--- src/rtl/tmr16_pkg.sv ---
package tmr16_pkg;
  typedef enum logic [1:0] {
    MD_CAPTURE   = 2'd0,
    MD_RELOAD_UP = 2'd1,
    MD_UPDOWN    = 2'd2,
    MD_GENERATOR = 2'd3
  } tmr_mode_e;

  localparam int unsigned REG_AW     = 2;
  localparam logic [REG_AW-1:0] A_COUNT  = 2'd0;
  localparam logic [REG_AW-1:0] A_RELOAD = 2'd1;
  localparam logic [REG_AW-1:0] A_FLAGS  = 2'd2;

  localparam int unsigned PIN_CNT  = 0;
  localparam int unsigned PIN_TRIG = 1;
  localparam int unsigned NPIN     = 2;

  function automatic tmr_mode_e pick_mode(input logic baud, input logic oe,
                                          input logic csel, input logic cap,
                                          input logic dn);
    if (baud || (oe && !csel)) return MD_GENERATOR;
    else if (cap)              return MD_CAPTURE;
    else if (dn)               return MD_UPDOWN;
    else                       return MD_RELOAD_UP;
  endfunction
endpackage

--- src/rtl/tmr16_sampler.sv ---
module tmr16_sampler (
  input  logic clk,
  input  logic rst,
  input  logic smp_en,
  input  logic pin,
  output logic fall
);
  logic last_q;

  always_ff @(posedge clk) begin
    if (rst)         last_q <= 1'b0;
    else if (smp_en) last_q <= pin;
  end

  // high in the previous sample, low in this one
  assign fall = smp_en & last_q & ~pin;
endmodule

--- src/rtl/tmr16_tick.sv ---
module tmr16_tick
  import tmr16_pkg::*;
(
  input  tmr_mode_e mode,
  input  logic      run,
  input  logic      cnt_sel,
  input  logic      mc_en,
  input  logic      st_en,
  input  logic      cnt_fall,
  output logic      tick
);
  logic base;

  always_comb begin
    if (mode == MD_GENERATOR) base = st_en;
    else                      base = mc_en;
    tick = run & (cnt_sel ? cnt_fall : base);
  end
endmodule

--- src/rtl/tmr16_core.sv ---
module tmr16_core
  import tmr16_pkg::*;
#(
  parameter int unsigned W = 16
) (
  input  logic              clk,
  input  logic              rst,
  input  tmr_mode_e         mode,
  input  logic              tick,
  input  logic              dir_up,
  input  logic              trig_fall,
  input  logic              ext_en,
  input  logic              clko_en,
  input  logic              sw_we,
  input  logic [REG_AW-1:0] sw_addr,
  input  logic [W-1:0]      sw_wdata,
  output logic [W-1:0]      cnt_q,
  output logic [W-1:0]      rel_q,
  output logic              ovf_q,
  output logic              ext_q,
  output logic              irq_q,
  output logic              roll_q,
  output logic              clko_q
);
  localparam logic [W-1:0] ALL_ONES = {W{1'b1}};

  logic [W-1:0] cnt_n, rel_n;
  logic         ovf_n, ext_n, clko_n;
  logic         wrap, cnt_hw, capture, ext_set, ext_tog, ext_trig;
  logic         at_top, at_rel, wr_flags;

  assign at_top   = (cnt_q == ALL_ONES);
  assign at_rel   = (cnt_q == rel_q);
  assign ext_trig = ext_en & trig_fall;
  assign wr_flags = sw_we && (sw_addr == A_FLAGS);

  always_comb begin
    cnt_n   = cnt_q;
    wrap    = 1'b0;
    cnt_hw  = 1'b0;
    capture = 1'b0;
    ext_set = 1'b0;
    ext_tog = 1'b0;
    unique case (mode)
      MD_CAPTURE: begin
        if (tick) begin
          cnt_n  = cnt_q + 1'b1;
          cnt_hw = 1'b1;
          wrap   = at_top;
        end
        if (ext_trig) begin
          capture = 1'b1;
          ext_set = 1'b1;
        end
      end
      MD_RELOAD_UP: begin
        if (tick) begin
          cnt_hw = 1'b1;
          wrap   = at_top;
          cnt_n  = at_top ? rel_q : cnt_q + 1'b1;
        end
        if (ext_trig) begin
          cnt_n   = rel_q;
          cnt_hw  = 1'b1;
          ext_set = 1'b1;
        end
      end
      MD_UPDOWN: begin
        if (tick) begin
          cnt_hw = 1'b1;
          if (dir_up) begin
            wrap  = at_top;
            cnt_n = at_top ? rel_q : cnt_q + 1'b1;
          end else begin
            wrap  = at_rel;
            cnt_n = at_rel ? ALL_ONES : cnt_q - 1'b1;
          end
          ext_tog = wrap;
        end
      end
      MD_GENERATOR: begin
        if (tick) begin
          cnt_hw = 1'b1;
          wrap   = at_top;
          cnt_n  = at_top ? rel_q : cnt_q + 1'b1;
        end
        ext_set = ext_trig;
      end
      default: ;
    endcase

    if (sw_we && (sw_addr == A_COUNT) && !cnt_hw) cnt_n = sw_wdata;

    rel_n = rel_q;
    if (capture)                                 rel_n = cnt_q;
    else if (sw_we && (sw_addr == A_RELOAD))     rel_n = sw_wdata;

    ovf_n = (wrap && (mode != MD_GENERATOR)) | (wr_flags ? sw_wdata[0] : ovf_q);

    if (ext_tog)       ext_n = ~ext_q;
    else if (ext_set)  ext_n = 1'b1;
    else if (wr_flags) ext_n = sw_wdata[1];
    else               ext_n = ext_q;

    clko_n = clko_q ^ (wrap && clko_en && (mode == MD_GENERATOR));
  end

  always_ff @(posedge clk) begin
    if (rst) begin
      cnt_q  <= '0;
      rel_q  <= '0;
      ovf_q  <= 1'b0;
      ext_q  <= 1'b0;
      irq_q  <= 1'b0;
      roll_q <= 1'b0;
      clko_q <= 1'b0;
    end else begin
      cnt_q  <= cnt_n;
      rel_q  <= rel_n;
      ovf_q  <= ovf_n;
      ext_q  <= ext_n;
      irq_q  <= ovf_n | ext_n;
      roll_q <= wrap;
      clko_q <= clko_n;
    end
  end
endmodule

--- src/rtl/tmr16_multi.sv ---
module tmr16_multi
  import tmr16_pkg::*;
#(
  parameter int unsigned CNT_W = 16
) (
  input  logic              clk,
  input  logic              rst,
  input  logic              mc_en,
  input  logic              st_en,
  input  logic              cnt_pin,
  input  logic              trig_pin,
  input  logic              run,
  input  logic              cnt_sel,
  input  logic              cap_sel,
  input  logic              ext_en,
  input  logic              dn_en,
  input  logic              baud_mode,
  input  logic              clk_oe,
  input  logic              reg_we,
  input  logic [REG_AW-1:0] reg_addr,
  input  logic [CNT_W-1:0]  reg_wdata,
  output logic [CNT_W-1:0]  reg_rdata,
  output logic              ovf_flag,
  output logic              ext_flag,
  output logic              irq,
  output logic              roll_pulse,
  output logic              clk_out
);
  localparam int unsigned FLAG_PAD = CNT_W - 2;

  tmr_mode_e        mode;
  logic [NPIN-1:0]  pins, falls;
  logic             tick;
  logic [CNT_W-1:0] cnt_q, rel_q, rdata_q;

  assign mode = pick_mode(baud_mode, clk_oe, cnt_sel, cap_sel, dn_en);
  assign pins[PIN_CNT]  = cnt_pin;
  assign pins[PIN_TRIG] = trig_pin;

  for (genvar g = 0; g < NPIN; g++) begin : g_smp
    tmr16_sampler u_smp (
      .clk    (clk),
      .rst    (rst),
      .smp_en (mc_en),
      .pin    (pins[g]),
      .fall   (falls[g])
    );
  end

  tmr16_tick u_tick (
    .mode     (mode),
    .run      (run),
    .cnt_sel  (cnt_sel),
    .mc_en    (mc_en),
    .st_en    (st_en),
    .cnt_fall (falls[PIN_CNT]),
    .tick     (tick)
  );

  tmr16_core #(.W(CNT_W)) u_core (
    .clk       (clk),
    .rst       (rst),
    .mode      (mode),
    .tick      (tick),
    .dir_up    (trig_pin),
    .trig_fall (falls[PIN_TRIG]),
    .ext_en    (ext_en),
    .clko_en   (clk_oe & ~cnt_sel),
    .sw_we     (reg_we),
    .sw_addr   (reg_addr),
    .sw_wdata  (reg_wdata),
    .cnt_q     (cnt_q),
    .rel_q     (rel_q),
    .ovf_q     (ovf_flag),
    .ext_q     (ext_flag),
    .irq_q     (irq),
    .roll_q    (roll_pulse),
    .clko_q    (clk_out)
  );

  always_ff @(posedge clk) begin
    if (rst) rdata_q <= '0;
    else begin
      unique case (reg_addr)
        A_COUNT:  rdata_q <= cnt_q;
        A_RELOAD: rdata_q <= rel_q;
        A_FLAGS:  rdata_q <= {{FLAG_PAD{1'b0}}, ext_flag, ovf_flag};
        default:  rdata_q <= '0;
      endcase
    end
  end

  assign reg_rdata = rdata_q;
endmodule

--- config.mk ---
export PLATFORM = sky130hd
export DESIGN_NAME = tmr16_multi
export DESIGN_NICKNAME = d
export VERILOG_FILES = /design/src/rtl/tmr16_pkg.sv /design/src/rtl/tmr16_sampler.sv /design/src/rtl/tmr16_tick.sv /design/src/rtl/tmr16_core.sv /design/src/rtl/tmr16_multi.sv
export SDC_FILE = /design/constraint.sdc
export NUM_CORES = 1
export LEC_CHECK = 0
export BUFFER_PORTS_ARGS = -buffer_cell sky130_fd_sc_hd__buf_2
export CAP_MARGIN = 20
export CELL_PAD_IN_SITES_DETAIL_PLACEMENT = 1
export CELL_PAD_IN_SITES_GLOBAL_PLACEMENT = 1
export CORE_UTILIZATION = 47
export DETAILED_ROUTE_END_ITERATION = 12
export GPL_TIMING_DRIVEN = 0
export PLACE_DENSITY = 0.95
export REMOVE_ABC_BUFFERS = 1
export SLEW_MARGIN = 30
export SYNTH_ARGS = -nofsm -noshare
export SYNTH_HDL_FRONTEND = slang
export SYNTH_HIERARCHICAL = 1
export SYNTH_SLANG_ARGS = --single-unit
--- constraint.sdc ---
create_clock -name clk -period 4.28 [get_ports clk]
set_input_delay 0.642 -clock clk [delete_from_list [all_inputs] [get_ports clk]]
set_output_delay 0.642 -clock clk [all_outputs]
set_load 0.02 [all_outputs]
=== Yosys cells after proc, flatten, opt, wreduce, memory -nomap -nowiden ===
Index checks and enable logic that the tools add are counted.
W data, S select, Z words.

* Add/subtract/negate cells: 2
* Equal/unequal tests: 10
* Multiplexer cells: 32
* Bitwise logic cells: 14
* Reduce and logical (&&, ||, !) cells: 18

{| class="wikitable"
|+ Operator list
! operator !! number
|-
| $mux W16 || 10
|-
| $pmux W16 S4 || 1
|-
| $pmux W16 S3 || 1
|-
| $add A16 B1 Y16 const B || 1
|-
| $eq A16 B16 Y1 || 1
|-
| $eq A16 B16 Y1 const B || 1
|-
| $sub A16 B1 Y16 const B || 1
|-
| $mux W1 || 14
|-
| $logic_and A1 B1 Y1 || 8
|-
| $and A1 B1 Y1 || 7
|-
| $eq A2 B2 Y1 const B || 3
|-
| $mux W2 || 3
|-
| $ne A3 B2 Y1 const B || 2
|-
| $pmux W1 S2 || 3
|-
| $reduce_or A3 Y1 || 2
|-
| $eq A2 B1 Y1 const B || 2
|-
| $logic_not A2 Y1 || 2
|-
| $not A1 Y1 || 4
|-
| $logic_not A1 Y1 || 2
|-
| $ne A2 B2 Y1 const B || 1
|-
| $or A1 B1 Y1 || 2
|-
| $reduce_and A2 Y1 || 1
|-
| $reduce_bool A2 Y1 || 1
|-
| $reduce_or A2 Y1 || 1
|-
| 2 further kinds || 2
|}

* Register bits after elaboration: 55
* Input bits: 32
* Logic and storage cells: 86

=== Logic depth before layout (Yosys ltp) ===
* Word-level depth: 15
* Gate-level depth with buffers: 12

=== Modules after synthesis ===
The synthesis kept the hierarchy.

{| class="wikitable"
|+ Modules (own cells, without submodules)
! module !! instances !! cells each !! area an instance (um^2)
|-
| tmr16_core || 1 || 491 || 3648.5
|-
| tmr16_multi || 1 || 62 || 643.1
|-
| tmr16_sampler || 2 || 4 || 43.8
|-
| tmr16_tick || 1 || 4 || 30.0
|}

=== Worst setup path after synthesis ===
No wires, ideal clock.

* Path type: input -> register
* Start point: input clk_oe
* End point: register u_core.cnt_q[1]
* Setup time: 91 ps
* Arrival time: 2996 ps
* Required time: 4189 ps
* Setup slack: 1193 ps
* Stages on the path: 12
* Buffers on the path: 1
* Cells stage by stage: nor2b_1 -> nor2_1 -> o21ai_0 -> and3_1 -> o311a_1 -> nor4b_1 -> a21boi_1 -> buf_2 -> nand2_1 -> nand3_1 -> o21ai_0 -> a311oi_1

* Longest elaborated chain between the ends: 14
* Elaborated cells on any way between the ends: 23

{| class="wikitable"
|+ RTL lines
! element !! line !! RTL
|-
| from (decl) || tmr16_multi.sv:18 || <nowiki>input logic clk_oe,</nowiki>
|-
| $logic_and A1 B1 Y1 (*) || tmr16_pkg.sv:21 || <nowiki>if (baud || (oe && !csel)) return MD_GENERATOR;</nowiki>
|-
| $logic_or A1 B1 Y1 (*) || tmr16_pkg.sv:21 ||
|-
| $mux W2 (*) || tmr16_pkg.sv:21 ||
|-
| net mode[0] || tmr16_multi.sv:31 || <nowiki>tmr_mode_e mode;</nowiki>
|-
| $eq A2 B2 Y1 (*) || tmr16_tick.sv:15 || <nowiki>if (mode == MD_GENERATOR) base = st_en;</nowiki>
|-
| $mux W1 (*) || tmr16_tick.sv:15 ||
|-
| $mux W1 (*) || tmr16_tick.sv:17 || <nowiki>tick = run & (cnt_sel ? cnt_fall : base);</nowiki>
|-
| $and A1 B1 Y1 (*) || tmr16_tick.sv:17 ||
|-
| net tick || tmr16_multi.sv:33 || <nowiki>logic tick;</nowiki>
|-
| $mux W1 || n/a ||
|-
| $mux W1 || tmr16_core.sv:62 || <nowiki>if (ext_trig) begin</nowiki>
|-
| $pmux W1 S2 || tmr16_core.sv:44 || <nowiki>unique case (mode)</nowiki>
|-
| $logic_not A1 Y1 || tmr16_core.sv:92 || <nowiki>if (sw_we && (sw_addr == A_COUNT) && !cnt_hw) cnt_n = sw_wdata;</nowiki>
|-
| $logic_and A1 B1 Y1 || tmr16_core.sv:92 ||
|-
| $ne A3 B2 Y1 (no source line) || n/a ||
|-
| $reduce_and A2 Y1 (no source line) || n/a ||
|-
| to (signal assigned) || tmr16_core.sv:118 || <nowiki>cnt_q <= cnt_n;</nowiki>
|-
| to (decl) || tmr16_core.sv:17 || <nowiki>output logic [W-1:0] cnt_q,</nowiki>
|}

The timed path passes the listed nets; every way through them passes the cells marked *.
A chain may end at the register's enable or synchronous reset.

=== Final worst setup path ===
* Start point: input cnt_sel
* End point: register u_core.cnt_q[0]

* Longest elaborated chain between the ends: 15
* Elaborated cells on any way between the ends: 24

{| class="wikitable"
|+ RTL lines
! element !! line !! RTL
|-
| from (decl) || tmr16_multi.sv:13 || <nowiki>input logic cnt_sel,</nowiki>
|-
| $logic_not A1 Y1 (*) || tmr16_pkg.sv:21 ||
|-
| $logic_and A1 B1 Y1 (*) || tmr16_pkg.sv:21 ||
|-
| $logic_or A1 B1 Y1 (*) || tmr16_pkg.sv:21 ||
|-
| $mux W2 (*) || tmr16_pkg.sv:21 ||
|-
| net mode[1] || tmr16_multi.sv:31 ||
|-
| $eq A2 B2 Y1 (*) || tmr16_tick.sv:15 ||
|-
| $mux W1 (*) || tmr16_tick.sv:15 ||
|-
| $mux W1 (*) || tmr16_tick.sv:17 ||
|-
| $and A1 B1 Y1 (*) || tmr16_tick.sv:17 ||
|-
| net tick || tmr16_multi.sv:33 ||
|-
| $mux W1 || n/a ||
|-
| $mux W1 || tmr16_core.sv:62 ||
|-
| $pmux W1 S2 || tmr16_core.sv:44 ||
|-
| $logic_not A1 Y1 || tmr16_core.sv:92 ||
|-
| $logic_and A1 B1 Y1 || tmr16_core.sv:92 ||
|-
| $ne A3 B2 Y1 (no source line) || n/a ||
|-
| $reduce_and A2 Y1 (no source line) || n/a ||
|}

Marked as above.

==> summary.txt <==
Run status
  • Status: complete, no violations

Synth
  • Most instantiated cells after synthesis: nor2_1, dfxtp_1, mux2i_1, clkbuf_1
  • Post-synth cell types: between 70 and 80
  • Cell taking the most area after synthesis: dfxtp_1
  • Seq cells post-synth: 55
  • Area contributors post-synth: dfxtp_1, mux2i_1, xor2_1
  • Synth Flop Type: dfxtp_1
  • Top cell type's share of synthesized area: 0.250
  • Sequential area share after synthesis: 0.250
  • Async SR Flop Fraction: 0
  • Post-Synthesis Cells: between 500 and 600
  • Post-synth EDFFs: 0
  • Avg Cell Area, Syn: 7.80 um^2
  • Mapped Area: about 4400 um^2
  • Synth Warn #: 6
  • Count leader, synth: nor2_1

Power and ir drop
  • Pleak: slightly below 2 nW
  • Reg power frac: 0.444
  • Power Density: 292 nW/um^2
  • Cell internal pwr: 865 uW
  • Switching pwr: ~530 uW
  • Sw frac: 0.378
  • Clock power frac: 0.236
  • Worst VDD drop: approximately 0.12 mV
  • Gate power share: 0.320

STA
  • Slew headroom: 0.331
  • Final hold vios: 0
  • Final Cycle Share: 0.914
  • Final Setup Violations: 0
  • Setup tns final: 0 ns
  • FMAX: 256 MHz
  • Max Slew Vio Count: 0
  • Final period demand of the worst path: 3.91 ns
  • RSZ-0062 raised after global routing: false
  • Least-Margin Pin Slew: around 1.0 ns
  • Clock Skew: roughly 0.012 ns

Detailed routing
  • Initial DRC Count: 434
  • DRC violations left: 0
  • Antenna-violating nets left: 0
  • WL per Instance: 24.3 um
  • TritonRoute pass-1 iters: 5
  • WL final: 16.7 mm
  • Via-to-Cell Ratio: 7.00
  • Routed vias: around 4.8k

Worst setup path
  • CP delay by family, top: compound AO/OA/AOI/OAI gates
  • CP required: roughly 4.5 ns
  • R2R depth: 5
  • Most frequent cell on the critical path: o21ai_1
  • CP max stage cell: o311a_2
  • Worst setup EP type: register
  • CP startpoint kind: primary input
  • Crit path buffers/inverters: 1
  • Arrival time at the worst endpoint: ~4 ns
  • Critical path's largest stage delay: 0.60 ns
  • Critical Path, Cell by Cell: buf_2 > nor2b_1 > nor2_1 > o21ai_1 > a21boi_0 > o311a_2 > nor4b_2 > o21ai_1 > nand3_1 > a21oi_1 > o21ai_0 > nand4_1
  • Levels on crit path: 12
  • CP max FO: 21
  • Setup CP Type: in2reg

Min path
  • Worst hold path depth: 2
  • Hold Path Class: reg2reg

CTS
  • Clock slew at reported path FFs: 0.11 ns
  • # H-tree levels: 2
  • Hold_buf cts: 0
  • Latest clock arrival within the worst-skew pair: roughly 0.32 ns
  • Clock Sinks: 55
  • Max clock buf depth: 2
  • TritonCTS clock tree: built
  • CTS root buffer: clkbuf_8
  • CTS buffer count: 5

Global route
  • First-pass GRT wire length: approximately 26 mm
  • Global route overflow: 0
  • Initial antenna violation count: 0
  • Pin count of the biggest net entering global routing: 43
  • Vias in the first global route: ~4.9k
  • GRT Overall Usage: 0.345

Cells and area
  • Post-layout util: 0.535
  • P&R area growth vs syn: 7.83%
  • Antenna Cells: 0
  • Share of cells above drive strength 1: 0.156
  • Final #Nets: 610

Floorplanning
  • Placeable Area: between 8000 and 9000 um^2
  • Die Ht: around 100 um
  • Die width: 98.9 um
  • Die area: roughly 9800 um^2
  • Io pins: 53
  • Starting Density: 0.496
  • FP Rows: 34

Placed design
  • Dpl hpwl: around 11 mm
  • Number of buffers added on ports: 52
  • Gp weighted congestion: approximately 0.97

Flow run
  • Max-cap violations: 0
-- state kept, by name, summed over array words and instances, names as in the netlist --
register / count
reg_rdata: 16
u_core/cnt_q: 16
u_core/rel_q: 16
g_smp.u_smp/last_q: 2
u_core/clko_q: 1
u_core/ext_q: 1
u_core/irq_q: 1
u_core/ovf_q: 1
u_core/roll_q: 1
-- logic make-up after synthesis --
| family | Yosys count | synth area share |
|---|---|---|
| mux | 43 | 0.0985 |
| buf+inv | 62 | 0.0644 |
| fa+ha+maj | 2 | 0.00567 |
| xor+xnor | 43 | 0.0854 |
| compound gates | 161 | 0.258 |
| flops | 55 | 0.250 |
| simple gates | 199 | 0.238 |
-- timing repair --
action,in CTS,in global routing
cloned,0,0
setup buffers,2,0
setup endpoints to repair,3,6
gates resized for setup,0,3
-- power groups by stage --
| stage | registers [mW] | logic [mW] | clock network [mW] |
|---|---|---|---|
| 5_1_grt | 0.625 | 0.471 | 0.353 |
| 2_1_floorplan | 0.613 | 0.278 | 0 |
| 4_1_cts | 0.616 | 0.429 | 0.340 |
| 3_3_place_gp | 0.624 | 0.398 | 0 |
| 3_5_place_dp | 0.628 | 0.423 | 0 |
| 6_report | 0.617 | 0.445 | 0.327 |
-- cell usage in the layout (no fill, tap or decap), types with 4 or more instances in the layout --
master,synthesis,routed
a211oi_1,26,26
a21oi_1,23,23
a221o_1,6,6
a221oi_1,9,9
a22oi_1,9,9
a31oi_1,10,10
and3_1,5,5
buf_2,8,52
clkbuf_8,0,7
dfxtp_1,55,55
inv_1,9,9
mux2i_1,40,40
nand2_1,31,31
nand2b_1,5,5
nand3_1,16,15
nand4_1,8,8
nor2_1,72,71
nor2b_1,6,6
nor3_1,13,12
nor4_1,7,5
nor4_2,2,4
o21ai_0,30,28
o22ai_1,5,5
o31ai_1,5,5
or3_1,4,4
xnor2_1,12,12
xor2_1,31,31
-- metrics by stage --
step	total power, mW	hold WS [ns]	std cells	setup WS (ns)	instance area (um^2)
final	1.39	0.516	685	0.367	4750
after global placement	1.02	0.468	672	-2.61	4550
after global routing	1.45	0.532	685	0.177	4750
after floorplan	0.891	0.452	512	-0.193	4160
after CTS	1.38	0.516	685	0.0537	4740
after detailed placement	1.05	0.499	675	-0.482	4630
-- area by class of cell --
type | instances | area (um^2)
Tap cell | 108 | 135
Multi-Input combinational cell | 448 | 3080
Fill cell | 1150 | 4140
Sequential cell | 55 | 1100
Inverter | 9 | 33.8
Clock buffer | 8 | 100
Timing Repair Buffer | 57 | 305
-- layer usage --
metal	wire, um	up-vias	track usage	share of wire
met5	37	-	0.0564	0.0022
met4	715	2	0.171	0.043
met3	1370	65	0.0879	0.082
met2	7810	266	0.564	0.47
met1	6740	2344	0.417	0.40
li1	-	2121	-	-
-- worst min-delay path, stage by stage (launching register included) --
cell      delay [ns]
dfxtp_1         0.34
nand2b_1        0.07
a211oi_1        0.06
-- final timing paths --
kind / startpoint / end / slack (ns)
setup / recovery: cnt_sel / u_core/cnt_q[0] / 0.37
hold / removal: u_core/ovf_q / reg_rdata[0] / 0.52
setup reg to reg: u_core/cnt_q[12] / u_core/cnt_q[0] / 0.94
hold reg to reg: u_core/ovf_q / reg_rdata[0] / 0.52
No activity file was read; power rests on OpenSTA's default activity.
